--- config.mk ---
export PLATFORM = sky130hd
export DESIGN_NAME = dram_refresh_seq
export DESIGN_NICKNAME = d
export VERILOG_FILES = /design/src/rtl/dram_refresh_seq.sv
export SDC_FILE = /design/constraint.sdc
export NUM_CORES = 1
export LEC_CHECK = 0
export BUFFER_PORTS_ARGS = -buffer_cell sky130_fd_sc_hd__buf_2
export CORE_UTILIZATION = 35
export CTS_CLUSTER_SIZE = 8
export DETAILED_ROUTE_END_ITERATION = 10
export PLACE_DENSITY_LB_ADDON = 0.25
export RECOVER_POWER = 100
export SETUP_SLACK_MARGIN = 0.4
export SLEW_MARGIN = 20
export SYNTH_ARGS = -nofsm -noshare
export SYNTH_HDL_FRONTEND = slang
export SYNTH_SLANG_ARGS = --single-unit
--- constraint.sdc ---
create_clock -name clk -period 3.2 [get_ports clk]
set_input_delay 0.8 -clock clk [delete_from_list [all_inputs] [get_ports clk]]
set_output_delay 0.8 -clock clk [all_outputs]
set_load 0.02 [all_outputs]
--- src/rtl/dram_refresh_seq.sv ---
module dram_refresh_seq #(
  parameter int ROWS       = 8,
  parameter int MA_W       = 10,
  parameter int CAS_LANES  = 4,
  parameter int REF_PERIOD = 390,
  parameter int RCD_FAST   = 2,
  parameter int RCD_SLOW   = 3,
  parameter int CASL_FAST  = 1,
  parameter int CASL_SLOW  = 2,
  parameter int RP_FAST    = 3,
  parameter int RP_SLOW    = 4,
  parameter int RASR_FAST  = 4,
  parameter int RASR_SLOW  = 5
) (
  input  logic                     clk,
  input  logic                     rst_n,
  input  logic                     cfg_cbr,
  input  logic                     cfg_burst4,
  input  logic                     cfg_fast,
  input  logic                     req,
  input  logic                     req_we,
  input  logic [$clog2(ROWS)-1:0]  req_row,
  input  logic [2*MA_W-1:0]        req_addr,
  output logic                     gnt,
  output logic                     ack,
  output logic [ROWS-1:0]          ras_n,
  output logic [CAS_LANES-1:0]     cas_n,
  output logic                     we_n,
  output logic [MA_W-1:0]          ma
);
  localparam int RS_W = $clog2(ROWS);
  localparam int TW   = $clog2(RCD_SLOW + CASL_SLOW + RP_SLOW + RASR_SLOW +
                               RCD_FAST + CASL_FAST + RP_FAST + RASR_FAST + 1);
  localparam int RT_W = $clog2(REF_PERIOD);

  typedef enum logic [2:0] {
    S_IDLE, S_ACT, S_CLO, S_CHI, S_PRE, S_RCAS, S_RRAS, S_RPRE
  } st_t;

  st_t              st;
  logic [TW-1:0]    tmr;
  logic [1:0]       beat, left;
  logic [2:0]       pend, take, pend_nx, wcnt;
  logic [3:0]       psum;
  logic [RT_W-1:0]  rt;
  logic [MA_W-1:0]  refa, rowa_l, col_l;
  logic [RS_W-1:0]  row_l;
  logic             wr_l, tick, ref_go, acc_go, host_open, in_ref;
  logic [TW-1:0]    t_rcd, t_cl, t_rp, t_ras;

  assign t_rcd = cfg_fast ? TW'(RCD_FAST - 1)  : TW'(RCD_SLOW - 1);
  assign t_cl  = cfg_fast ? TW'(CASL_FAST - 1) : TW'(CASL_SLOW - 1);
  assign t_rp  = cfg_fast ? TW'(RP_FAST - 1)   : TW'(RP_SLOW - 1);
  assign t_ras = cfg_fast ? TW'(RASR_FAST - 1) : TW'(RASR_SLOW - 1);

  assign tick   = (rt == RT_W'(REF_PERIOD - 1));
  assign ref_go = (st == S_IDLE) && (pend != 3'd0) &&
                  (!cfg_burst4 || pend >= 3'd4 || !req);
  assign acc_go = (st == S_IDLE) && !ref_go && req;

  assign take    = !ref_go ? 3'd0 : !cfg_burst4 ? 3'd1 : (pend > 3'd4 ? 3'd4 : pend);
  assign psum    = {1'b0, pend} - {1'b0, take} + {3'b000, tick};
  assign pend_nx = psum[3] ? 3'd7 : psum[2:0];

  assign host_open = (st == S_ACT) || (st == S_CLO) || (st == S_CHI);
  assign in_ref    = (st == S_RCAS) || (st == S_RRAS) || (st == S_RPRE);

  assign ras_n = (st == S_RRAS) ? '0 :
                 host_open      ? ~(ROWS'(1) << row_l) : '1;
  assign cas_n = ((st == S_CLO) || (st == S_RCAS) || (st == S_RRAS && cfg_cbr)) ? '0 : '1;
  assign we_n  = !((st == S_CLO) && wr_l);
  assign ma    = ((st == S_CLO) || (st == S_CHI)) ? col_l + MA_W'(beat) :
                 in_ref ? refa : rowa_l;
  assign ack   = wr_l ? (wcnt >= 3'd3) : ((st == S_CLO) && (tmr == '0));

  always_ff @(posedge clk or negedge rst_n) begin
    if (!rst_n) begin
      st     <= S_IDLE;
      tmr    <= '0;
      beat   <= '0;
      left   <= '0;
      pend   <= '0;
      rt     <= '0;
      refa   <= '0;
      row_l  <= '0;
      rowa_l <= '0;
      col_l  <= '0;
      wr_l   <= 1'b0;
      wcnt   <= '0;
      gnt    <= 1'b0;
    end else begin
      gnt  <= acc_go;
      rt   <= tick ? '0 : rt + 1'b1;
      pend <= pend_nx;
      if (acc_go)
        wcnt <= req_we ? 3'd1 : 3'd0;
      else if (wcnt != 3'd0)
        wcnt <= (wcnt == 3'd6) ? 3'd0 : wcnt + 3'd1;

      case (st)
        S_IDLE: begin
          if (ref_go) begin
            left <= cfg_burst4 ? 2'd3 : 2'd0;
            st   <= cfg_cbr ? S_RCAS : S_RRAS;
            tmr  <= cfg_cbr ? '0 : t_ras;
          end else if (req) begin
            row_l  <= req_row;
            rowa_l <= req_addr[2*MA_W-1:MA_W];
            col_l  <= req_addr[MA_W-1:0];
            wr_l   <= req_we;
            st     <= S_ACT;
            tmr    <= t_rcd;
          end
        end
        S_ACT: begin
          if (tmr == '0) begin
            st   <= S_CLO;
            tmr  <= t_cl;
            beat <= 2'd0;
          end else tmr <= tmr - 1'b1;
        end
        S_CLO: begin
          if (tmr == '0) st <= S_CHI;
          else tmr <= tmr - 1'b1;
        end
        S_CHI: begin
          if (beat == 2'd3) begin
            st  <= S_PRE;
            tmr <= t_rp;
          end else begin
            beat <= beat + 2'd1;
            st   <= S_CLO;
            tmr  <= t_cl;
          end
        end
        S_PRE: begin
          if (tmr == '0) st <= S_IDLE;
          else tmr <= tmr - 1'b1;
        end
        S_RCAS: begin
          st  <= S_RRAS;
          tmr <= t_ras;
        end
        S_RRAS: begin
          if (tmr == '0) begin
            st  <= S_RPRE;
            tmr <= t_rp;
          end else tmr <= tmr - 1'b1;
        end
        S_RPRE: begin
          if (tmr == '0) begin
            refa <= refa + 1'b1;
            if (left != 2'd0) begin
              left <= left - 2'd1;
              st   <= cfg_cbr ? S_RCAS : S_RRAS;
              tmr  <= cfg_cbr ? '0 : t_ras;
            end else st <= S_IDLE;
          end else tmr <= tmr - 1'b1;
        end
        default: st <= S_IDLE;
      endcase
    end
  end
endmodule

==> results of run 1 <==
==> final cells by class <==
| class | count | area [um2] |
|---|---|---|
| well taps | 136 | 170 |
| clock buffers | 13 | 159 |
| repair buffers | 72 | 399 |
| flip-flops and latches | 62 | 1550 |
| fillers | 1078 | 5950 |
| clock inverters | 3 | 18.8 |
| inverters | 16 | 60.1 |
| multi-input cells | 303 | 2110 |
==> what timing repair did <==
item / 4_1_cts / 5_1_grt
buffers inserted: 3 / 4
endpoints found under the setup margin: 8 / 21
pin swaps: 1 / 5
resized for setup: 10 / 20
==> synthesized netlist by cell type (2+ instances only) <==
cell type   n
nor4_1      2
a22o_1      4
and3_1      5
dfrtp_1    62
nand2b_1    9
inv_1      16
a21oi_1    21
xor2_1      8
a211oi_1    6
a21o_1      2
nand3_1    13
buf_4       3
o31ai_1     4
a221o_1     4
nor2b_1     4
xnor2_1    16
fa_1        2
clkbuf_1    8
o21ai_0    35
buf_2       5
o211ai_1    4
nor3b_1     6
nor3_1      7
nand4_1     9
or3_1       2
o311ai_0    2
nor2_1     29
nand2_1    39
a22oi_1     2
ha_1       16
mux2_2     25
buf_1       4
o221ai_1    2
a311oi_1    4
==> cells by family after synthesis <==
logic type,after synthesis,synth area share [%]
AOI/OAI and AO/OA,97,16.6
xor gates and xnor gates,24,5.52
adders and majority gates,19,6.57
buffers and inverters,37,4.30
DFF,62,40.7
muxes,27,8.05
and+or+nand+nor,136,18.3
==> where the power goes <==
group	switching [W]	internal [W]
logic	0.00120	0.000864
clock network	0.000313	0.000323
registers	0.000233	0.000985
==> routing by layer <==
metal,vias up,wire (um)
met5,-,0
met4,0,53
met3,4,374
met2,64,4080
met1,1518,4540
li1,1577,-
==> worst paths after layout <==
check	startpoint	to	slack [ps]	cells past startpoint
min reg2reg	rt[8]	rt[8]	490	1
min in group asynchronous	rst_n	st[0]	820	1
max	beat[0]	ma[4]	220	7
max reg2reg	tmr[0]	tmr[3]	360	8
max in group asynchronous	rst_n	refa[4]	760	2
min	rt[8]	rt[8]	490	1
==> per-stage QoR <==
step	cell area (um2)	util, %	instances	setup WS, ps
after floorplan	3810	-	402	465
after global placement	4240	40.7	582	399
after detailed placement	4240	40.7	582	364
after CTS	4480	43.0	601	178
after global routing	4470	42.9	605	76.3
final	4470	42.9	605	225
==> state kept, by name, summed over array words and instances, names as in the netlist <==
register / count
row_l: 3
rowa_l: 10
left: 2
wr_l: 1
pend: 3
st: 3
gnt: 1
tmr: 5
rt: 9
wcnt: 3
refa: 10
col_l: 10
beat: 2
==> metrics.yaml, run 1 <==
run_status:
  status: "complete, but fails checks"
  violations: "max-capacitance violations, max-slew violations"
yosys:
  yosysTopAreaCell: "dfrtp_1"
  syn_area_um2: 3810
  synth_cells: 402
  ys_ff_latch: 62
  synth_flop_cell: "dfrtp_1"
  synth_edf_count: 0
  synth_nets: 450
  synthArstFlopShare_pct: 100
  avgSynthCellArea_um2: 9.48
  synth_area_leaders: "dfrtp_1 41%, mux2_2 7.4%, ha_1 5.3%"
  ys_seq_area_share_pct: 40.7
  yosysUniqueCellTypes: 56
  synth_warnings: 0
  synth_top_area_share_pct: 40.7
setup_path:
  critical-path-max-stage-delay_ps: 370
  path_cells: "ha_1 > inv_2 > fa_2 > or3_1 > a311oi_2 > a221o_1 > buf_6"
  arrival_ps: 2180
  worstPathMaxFanout: 4
  critPathSlowestCell: "or3_1"
  path_buf_inv: 2
  cp_top_family: "adder cells"
  startpoint_type: "register"
  crit_required_ps: 2400
  critPathCaptureType: "output pin"
  path_class: "reg2out"
floorplanning:
  fp.dieW_um: 106
  die_height_um: 106
  io_pins: 55
  initial_core_util_pct: 36.6
  core-area_um2: 10400
  num_rows: 37
  die_area_um2: 11300
grt:
  busiest_layer: "met2"
  grt_use_met3_pct: 3.43
  use_met2_pct: 25.7
  track_usage_pct: 17.1
  antenna_found_initial: 0
  grt_pass1_wl_um: 15300
  first_global_vias: 3009
  use_met1_pct: 25.1
  grt-ovfl-total: 0
  grt_max_degree: 42
final_layout:
  fin_nets: 512
  layout_common_cells: "62 x dfrtp_1, 39 x nand2_1, 35 x o21ai_0, 35 x buf_2, 28 x nor2_1"
  diodes: 0
  area_delta_synth_final_pct: 17.3
  layout_commonest_cell: "dfrtp_1"
  drive_above_1_share_pct: 23.2
cts:
  clockBufferDepth: 2
  clkLatencyLatePin_ps: 340
  cts.htree.levels: 3
  root_buffer: "clkbuf_8"
  cts-buffers-inserted: 9
  cts_sinks: 62
  clk_pin_slew_ps: 70
  cts_tree: "yes"
  cts-hold-fix-buffers: 0
pwr:
  ir_drop_mv: 0.343
  p_leak_nw: 1.98
  p_total_w: 0.00392
  power_density_nw_per_um2: 877
detailed_routing:
  wl_per_cell_um: 15.0
  avgViaCountPerCell: 5.23
  drc: 0
  postRouteAntennaNets: 0
  route.vias.total: 3163
  drt-total-wl_um: 9050
  drtPass1Iterations: 4
  first_iter_violations: 209
sta:
  slew_headroom_pct: -1.87
  fin_crit_sh_pct: 93.0
  post-route-min-period_ps: 2980
  clock_skew_ps: 17.7
  finalSetupTns_ps: 0
  hold_ws_ps: 489
  tightest_slew_ps: 1530
  drv_slew: 29
  setup_viol: 0
  hold_viol: 0
  rsz0062_at_grt: "true"
  clock.fmax_mhz: 336
place:
  portBuffers: 54
  dp_hpwl_um: 6500
  gp_congestion: 0.780
flow_run:
  maxCapViolCount: 1
hold_path:
  min_path_type: "reg2reg"
(Power assumes the default switching activity.)
==> inputs of run 2 (changes only) <==
--- a/config.mk
+++ b/config.mk
@@ -9,7 +9,6 @@
 export CORE_UTILIZATION = 35
 export CTS_CLUSTER_SIZE = 8
 export DETAILED_ROUTE_END_ITERATION = 10
-export PLACE_DENSITY_LB_ADDON = 0.25
 export RECOVER_POWER = 100
 export SETUP_SLACK_MARGIN = 0.4
 export SLEW_MARGIN = 20
==> metrics.yaml, run 2 (synthesis gave the netlist of run 1 again) <==
run_status:
  status: "complete, but fails checks"
  violations: "max-capacitance violations, max-slew violations"
sta:
  finalSetupTns_ps: 0  # unchanged
  fin_crit_sh_pct: 96.6  # +3.6 points
  post-route-min-period_ps: 3090  # +116 ps
  clock.fmax_mhz: 324  # -3.7%
  tightest_slew_ps: 1730  # +205 ps
  hold_viol: 0  # unchanged
  rsz0062_at_grt: "true"
  clock_skew_ps: 11.9  # -5.80 ps
  slew_headroom_pct: -15.5  # -14 points
  drv_slew: 60  # +110%
  setup_viol: 0  # unchanged
place:
  dp_cells: 582  # unchanged
  dp_hpwl_um: 6650  # +2.4%
  portBuffers: 54  # unchanged
  gp_congestion: 0.788  # +1.1%
floorplanning:
  num_rows: 37  # unchanged
  core-area_um2: 10400  # unchanged
  die_height_um: 106  # unchanged
  io_pins: 55  # unchanged
  die_area_um2: 11300  # unchanged
  initial_core_util_pct: 36.6  # unchanged
  fp.dieW_um: 106  # unchanged
final_layout:
  reg_top3: "col_l: 10 flops, refa: 10 flops, rowa_l: 10 flops"
  fillers: 1033  # -4.2%
  fin_nets: 517  # +0.98%
  layout.cells.non_filler: 610  # +0.83%
  area_delta_synth_final_pct: 21.1
  layout_commonest_cell: "dfrtp_1"
  diodes: 0  # unchanged
  layout_common_cells: "60 x dfrtp_1, 39 x nand2_1, 34 x o21ai_0, 30 x buf_2, 28 x nor2_1"
  drive_above_1_share_pct: 25.1  # +1.9 points
pwr:
  p_leak_nw: 2.02  # +1.6%
  ir_drop_mv: 0.354  # +3.2%
  power_density_nw_per_um2: 900  # +2.6%
detailed_routing:
  drt-total-wl_um: 9380  # +3.6%
  drc: 0  # unchanged
  first_iter_violations: 196  # -6.2%
  postRouteAntennaNets: 0  # unchanged
  avgViaCountPerCell: 5.24  # +0.18%
  wl_per_cell_um: 15.4  # +2.8%
  drtPass1Iterations: 4  # unchanged
  route.vias.total: 3195  # +1.0%
cts:
  cts_sinks: 62  # unchanged
  root_buffer: "clkbuf_8"
  cts.htree.levels: 3  # unchanged
  clk_pin_slew_ps: 80  # about the same
  clkLatencyLatePin_ps: 340  # about the same
  cts-buffers-inserted: 9  # unchanged
  clockBufferDepth: 2  # unchanged
  cts_tree: "yes"
setup_path:
  r2r_start: "pend[1]"
  reg2reg_slack_ps: 360  # about the same
  worstPathMaxFanout: 3  # -1
  crit_required_ps: 2400  # about the same
  arrival_ps: 2290  # +110 ps
  rr_endpoint: "rowa_l[5]"
  path_class: "reg2out"
  r2r_cells: 5  # -3
  startpoint_type: "register"
  critPathCaptureType: "output pin"
grt:
  antenna_found_initial: 0  # unchanged
  track_usage_pct: 17.7  # +0.52 points
  grt_max_degree: 42  # unchanged
  first_global_vias: 3173  # +5.5%
  grt-ovfl-total: 0  # unchanged
  grt_pass1_wl_um: 15700  # +2.7%
hold_path:
  worstHoldStart: "refa[9]"
  min_path_type: "reg2reg"
  min_path_cells: 1  # unchanged
  holdPathEnd: "refa[9]"
flow_run:
  maxCapViolCount: 2  # +1
==> run 2: cell count changes in the layout (fill, tap and decap cells not counted), sizes merged <==
cell / before / now
clkbuf: 34 / 36
clkinv: 3 / 1
buf: 51 / 50
inv: 16 / 18
clkinvlp: 0 / 2
bufinv: 0 / 2
==> run 2: worst max path at each step <==
stage                  start     to  slack, ps  cells past startpoint
floorplan            beat[0]  ma[8]        470                      7
global placement     beat[0]  ma[8]        390                      8
detailed placement   beat[0]  ma[8]        330                      8
CTS                 col_l[0]  ma[4]        210                      7
global route        col_l[0]  ma[3]         30                      9
finish              col_l[0]  ma[3]        110                      9
==> run 2: where the power goes <==
group,internal (W),total [W],switching (W)
registers,0.000987,0.00124,0.000248
logic,0.000877,0.00213,0.00125
clock network,0.000450,0.000792,0.000341
==> run 2: per-layer routing <==
metal	wire, um	track usage (%)	part of all wire, %
met5	0	0	0
met4	97	7.14	1.0
met2	4490	27.1	48
met3	266	3.13	2.8
met1	4520	24.5	48
==> run 2: what timing repair did <==
item | in CTS | in global routing
hold buffers | 0 | 0
gates cloned | 0 | 0
setup buffers | 6 | 6
gates resized for setup | 19 | 29
hold endpoints to repair | 0 | 0
setup endpoints to repair | 10 | 16
pin swaps | 8 | 11
==> run 2: final cells by class <==
type	count	area (um2)	share of cell area (%)
inverter	16	61.3	1.33
sequential	62	1550	33.7
multi-input combinational	303	2170	46.9
tap	136	170	3.69
clock buffer	9	124	2.69
clock inverter	7	105	2.28
timing repair buffer	77	433	9.38
==> run 2: worst max-delay path, stage by stage (launching register included) <==
cell      delay [ps]
dfrtp_1          420
ha_4             180
buf_4            130
buf_6            100
a21oi_2          260
nor2b_4           70
xnor2_1          230
a211oi_2         110
a221o_1          310
buf_6            140
==> run 2: metrics by stage <==
| step | power, W | setup slack, ps | hold slack [ps] | utilization [%] | area, um2 |
|---|---|---|---|---|---|
| 5_1_grt | 0.00449 | 28.4 | 512 | 44.3 | 4610 |
| 3_5_place_dp | 0.00321 | 334 | 466 | 40.7 | 4240 |
| 3_3_place_gp | 0.00316 | 386 | 459 | 40.7 | 4240 |
| 2_1_floorplan | 0.00268 | 465 | 441 | - | 3810 |
| 4_1_cts | 0.00412 | 207 | 479 | 43.9 | 4570 |
| 6_report | 0.00415 | 109 | 475 | 44.3 | 4610 |
